$ cat src/rtl/wrap_serializer.sv
module wrap_serializer #(
  parameter int W = 20
) (
  input  logic         clk,
  input  logic         rst,
  input  logic [W-1:0] din,
  input  logic         load,
  input  logic         wrap,
  output logic         line_o,
  output logic         loop_o
);
  localparam int CW = $clog2(W);
  localparam logic [CW-1:0] LAST = CW'(W - 1);

  logic [W-1:0]  shreg, hold, next_word;
  logic [CW-1:0] cnt;
  logic          started;

  assign next_word = load ? din : hold;

  always_ff @(posedge clk) begin
    if (rst) begin
      shreg   <= '0;
      hold    <= '0;
      cnt     <= '0;
      started <= 1'b0;
    end else begin
      if (load) hold <= din;
      if (!started) begin
        if (load) begin
          shreg   <= din;
          cnt     <= '0;
          started <= 1'b1;
        end
      end else if (cnt == LAST) begin
        shreg <= next_word;
        cnt   <= '0;
      end else begin
        shreg <= {1'b0, shreg[W-1:1]};
        cnt   <= cnt + 1'b1;
      end
    end
  end

  assign loop_o = shreg[0];
  assign line_o = wrap | shreg[0];

  a_r1_reset_low: assert property (@(posedge clk) rst |=> !loop_o);
  a_r2_first_bit: assert property (@(posedge clk) disable iff (rst)
    (!started && load) |=> (loop_o == $past(din[0])));
  a_r3_next_word: assert property (@(posedge clk) disable iff (rst)
    (started && cnt == LAST) |=> (loop_o == $past(next_word[0])));
  a_r4_normal_match: assert property (@(posedge clk) disable iff (rst)
    !wrap |-> (line_o == loop_o));
  a_r5_wrap_high: assert property (@(posedge clk) disable iff (rst)
    wrap |-> line_o);
  a_r6_shift: assert property (@(posedge clk) disable iff (rst)
    (started && cnt != LAST) |=> (loop_o == $past(shreg[1])));
  a_r7_count_range: assert property (@(posedge clk) disable iff (rst)
    cnt <= LAST);
endmodule

$ cat config.mk
export PLATFORM = sky130hd
export DESIGN_NAME = wrap_serializer
export DESIGN_NICKNAME = d
export VERILOG_FILES = /design/src/rtl/wrap_serializer.sv
export SDC_FILE = /design/constraint.sdc
export NUM_CORES = 1
export LEC_CHECK = 0
export ABC_AREA = 1
export CORE_ASPECT_RATIO = 0.9
export CORE_UTILIZATION = 56
export DETAILED_ROUTE_END_ITERATION = 16
export DONT_BUFFER_PORTS = 1
export GPL_ROUTABILITY_DRIVEN = 0
export PLACE_DENSITY = 0.74
export SYNTH_ARGS = -nofsm -noshare
export SYNTH_HDL_FRONTEND = slang
export SYNTH_SLANG_ARGS = --single-unit
$ cat constraint.sdc
create_clock -name clk -period 1.35 [get_ports clk]
set_clock_uncertainty 0.1 [all_clocks]
set_input_delay 0.3375 -clock clk [delete_from_list [all_inputs] [get_ports clk]]
set_output_delay 0.3375 -clock clk [all_outputs]
set_load 0.02 [all_outputs]
== Yosys cells after proc, flatten, opt, wreduce, memory -nomap -nowiden ==
Index checks and enable logic that the tools add are counted.

* Memory bits (writable): 0
* Output and inout port bits: 2
* Register bits after elaboration: 46
* Logic and storage cells: 17
* Memories: 0
* Input bits: 24
* Bits in latches: 0
* Bits in read-only memories: 0

* Shifts and indexed selects: 0
* Eq/ne operators: 1
* Reductions and logical operators: 1
* Muxes and demuxes: 9
* Multiply operators: 0
* Bitwise gates (word level): 1
* Order comparisons: 0
* Add/sub/neg operators: 1
* Div/mod/pow operators: 0

{| class="wikitable"
|+ Operator list
! cell !! count
|-
| 20-bit two-way mux || 4
|-
| 5-bit two-way mux || 3
|-
| 5-bit by 1-bit adder with 5-bit output (second input constant) || 1
|-
| 5-bit equality test (second input constant) || 1
|-
| 1-bit two-way mux || 2
|-
| 2-bit nonzero test || 1
|-
| 1-bit bitwise OR || 1
|}

== Longest topological paths before layout ==
* Depth after elaboration: 3
* Gate-level depth with buffers: 9
* Depth with buffers taken out: 8

== Least setup slack after synthesis ==
No wires, ideal clock.

* Path kind: register to register
* From: register cnt[0]
* To: register shreg[12]
* Data required time: 1.126 ns
* Clock period less this slack: 1.374 ns
* Path slack: -0.024 ns
* Arrival time: 1.150 ns
* Library setup time: 0.124 ns
* Stages on the path, launching flop included: 10
* Buffers on the path: 1
* Path through: dfxtp_1 ha_1 nand2_1 inv_1 nand2_4 buf_12 nand2_2 nand3_2 nand2_2 a21oi_2

* Cells in the longest elaborated chain, start to end: 3

{| class="wikitable"
|+ RTL lines
! element !! RTL line !! text
|-
| start: declaration || 16 || <nowiki>logic [CW-1:0] cnt;</nowiki>
|-
| start signal: assignment || 40 || <nowiki>cnt <= cnt + 1'b1;</nowiki>
|-
| 5-bit equality test || 35 || <nowiki>end else if (cnt == LAST) begin</nowiki>
|-
| 20-bit two-way mux || 35 ||
|-
| 20-bit two-way mux || 29 || <nowiki>if (!started) begin</nowiki>
|-
| end signal: assignment || 31 || <nowiki>shreg <= din;</nowiki>
|-
| end signal: assignment || 36 || <nowiki>shreg <= next_word;</nowiki>
|-
| end signal: assignment || 39 || <nowiki>shreg <= {1'b0, shreg[W-1:1]};</nowiki>
|-
| end: declaration || 15 || <nowiki>logic [W-1:0] shreg, hold, next_word;</nowiki>
|}

No other way between the ends.
A chain may end at the register's enable or synchronous reset.

== Worst setup path in the final report ==
* From: register cnt[1]
* To: register shreg[5]

Same word-level chain as after synthesis.

==> run summary <==
status: finished, violations left
failing checks: negative hold slack, negative setup slack
total track usage: 24.0%
Post-synth EDFFs: 0
Post-CTS Hold Buffers: 19
synth cell count leaders: nand2_1 (144), dfxtp_1 (46), a21oi_1 (24)
vias: 1980
largest net degree at the start of global routing: 45
P_leak: 1.22 nW
per-cell routed wire length: 12.6 µm
clk buf depth: 2
Crit. End Element: register
placed cell area: 2370 µm²
Nets: 365
Synth Warn #: 0
Core ar.: 3840 µm²
post-route ant nets: 0
Buf+Inv Stages, Crit Path: 1
Relative slew margins: 76.4%
Seq/Total Area, Yosys: 39.5%
share of layout cells above drive strength 1: 27.6%
crit path to: shreg[5]
P_int: 0.00202 W
unrepaired setup endpoints after global routing: yes
Yosys cell types: 26
cell mode on critical path: nand2_1
register bit total from synthesis: 46
ant diodes: 0
type of origin of the critical path: register
Max stage delay cell, worst path: dfxtp_2
ys async rst share: 0%
io pins: 26
H-Tree Depth: 2
Yosys top cell area share: 39.5%
Setup violations, final: 1
Synth Cell Area: 2330 µm²
Worst-Margin Slew: 353 ps
Reg2Reg Launch Point: cnt[1]
Synthesized Nets: 341
Final Total Pwr: 0.00279 W
pwr dens: 1020 nW/µm²
Hold Vio Cnt, Final: 4
Final WS setup: -3.18 ps
CP startpoint: cnt[1]
combinational group share of total power: 16.1%
first-pass GRT wire length: 8530 µm
Worst Hold Class: primary input to register
Area contributors post-synth: dfxtp_1 (40%), nand2_1 (23%), a21oi_2 (7.1%), nand2_2 (5.4%), a21oi_1 (5.2%)
biggest area consumer among synthesized cells: dfxtp_1
total CTS buffers: 5
Pins Over Slew Limit: 0
die area: 4420 µm²
Core Util, Final: 71.2%
post-DP HPWL: 2820 µm
crit-path max FO: 7
clock-pin slew on the worst setup and hold paths: 90 ps
# clock sinks: 46
crit path DAT: 1490 ps
Reg power frac: 53.5%
Psw: 0.000763 W
Via-to-Cell Ratio: 5.12
Pre-antenna DRT Iters: 4
most frequent cell after synthesis: nand2_1
Worst VDD drop: 0.000776 V
reg2reg setup slack: -3 ps
f_max: 739 MHz
drt first-iter violations: 138
worst endpoint required time: 1490 ps
global route overflow: 0
clock power share: 30.4%
die width: 70.0 µm
CTS tree: built
instance count on the critical path: 8
synth-to-layout area growth: 17.2%
Final period util: 100%
port buffer count: 0
Top Family by Delay on Critical Path: simple AND/OR/NAND/NOR gates
Worst R2R Path Depth: 8
# DRC: 0
vias in the first global route: 1874
Post-Route WL: 4860 µm
crit path cell chain: ha_4 -> nand2_4 -> nor2_4 -> buf_6 -> nand2_1 -> nand3_1 -> nand2_1 -> a21oi_2
gate count of the mapped netlist: 316
setup slack at placement: -47.5 ps
critical path type: register to register
Cell Rows: 21
max incr delay on CP: 370 ps
Die Y: 63.2 µm
fin area: 2730 µm²
Skew-Pair Late Insertion Delay: 300 ps
Initial Util: 60.7%
Mean Syn Cell Area: 7.37 µm²
Synth Flop Type: dfxtp_1
initial antenna violation count: 0
post-route minimum period: 1350 ps
max-capacitance violation count: 0
R2R Path End: shreg[5]
Root Buffer: clkbuf_8
sw frac: 27.4%
Final Hold Slack: -11.9 ps
-- layer usage --
metal | GRT usage [%] | up-vias | wire length, µm
met1 | 33.0 | 894 | 2420
met4 | 7.50 | 0 | 54
li1 | - | 1054 | -
met3 | 4.96 | 7 | 164
met2 | 38.0 | 25 | 2220
met5 | 0 | - | 0
-- layout by cell type (no fill, tap or decap), types with 3 or more instances in the layout --
cell type / instances
o21ai_0: 4
a21oi_1: 22
buf_6: 3
dfxtp_1: 44
nand2_2: 24
nand3_1: 11
inv_2: 3
nor2_1: 3
a21oi_2: 21
nand2_1: 139
nand3_2: 10
dlygate4sd3_1: 19
buf_4: 10
inv_1: 3
clkbuf_8: 5
-- logic make-up after synthesis --
group           after synthesis  synth area share, %
fa+ha+maj                     1                0.537
flops                        46                 39.5
simple gates                195                 38.0
buf+inv                      25                 8.01
compound gates               48                 13.5
xor+xnor                      1                0.376
-- power groups by stage --
stage	Combinational, W	Clock, W	Sequential [W]
3_3_place_gp	0.000391	0	0.00152
6_report	0.000448	0.000847	0.00149
5_1_grt	0.000504	0.000910	0.00150
2_1_floorplan	0.000355	0	0.00152
4_1_cts	0.000442	0.000866	0.00149
3_5_place_dp	0.000397	0	0.00152
-- metrics by stage --
stage                     TNS [ps]  hold WS [ps]  std cells
after floorplan                  0           329        316
after global placement           0           306        359
after detailed placement      -650           306        359
after CTS                        0         -22.4        387
after global routing          -866         -29.9        387
final                        -3.18         -11.9        387
-- how the worst min path moves through the flow --
stage / startpoint / endpoint / slack (ps) / depth (start not counted)
after floorplan: cnt[0] / cnt[0] / 330 / 1
after global placement: rst / shreg[6] / 310 / 1
after detailed placement: rst / shreg[7] / 310 / 1
after CTS: rst / shreg[8] / -20 / 1
after global routing: rst / shreg[14] / -30 / 1
final: rst / cnt[4] / -10 / 1
-- state kept, by name (all words and copies together), names as in the netlist --
name / flops
cnt: 5
started: 1
shreg: 20
hold: 20
-- area by class of cell --
class / count / area, µm²
Clock buffer: 5 / 68.8
Clock inverter: 3 / 21.3
Fill cell: 315 / 1110
Inverter: 7 / 28.8
Multi-Input combinational cell: 246 / 1290
Sequential cell: 46 / 923
Tap cell: 46 / 57.6
Timing Repair Buffer: 34 / 339
-- timing repair --
action,4_1_cts,5_1_grt
pin swaps,1,1
endpoints found under the setup margin,21,23
resized for setup,11,7
setup buffers,0,0
gates cloned,1,0
hold endpoints to repair,43,24
No activity file was read; power rests on OpenSTA's default activity.
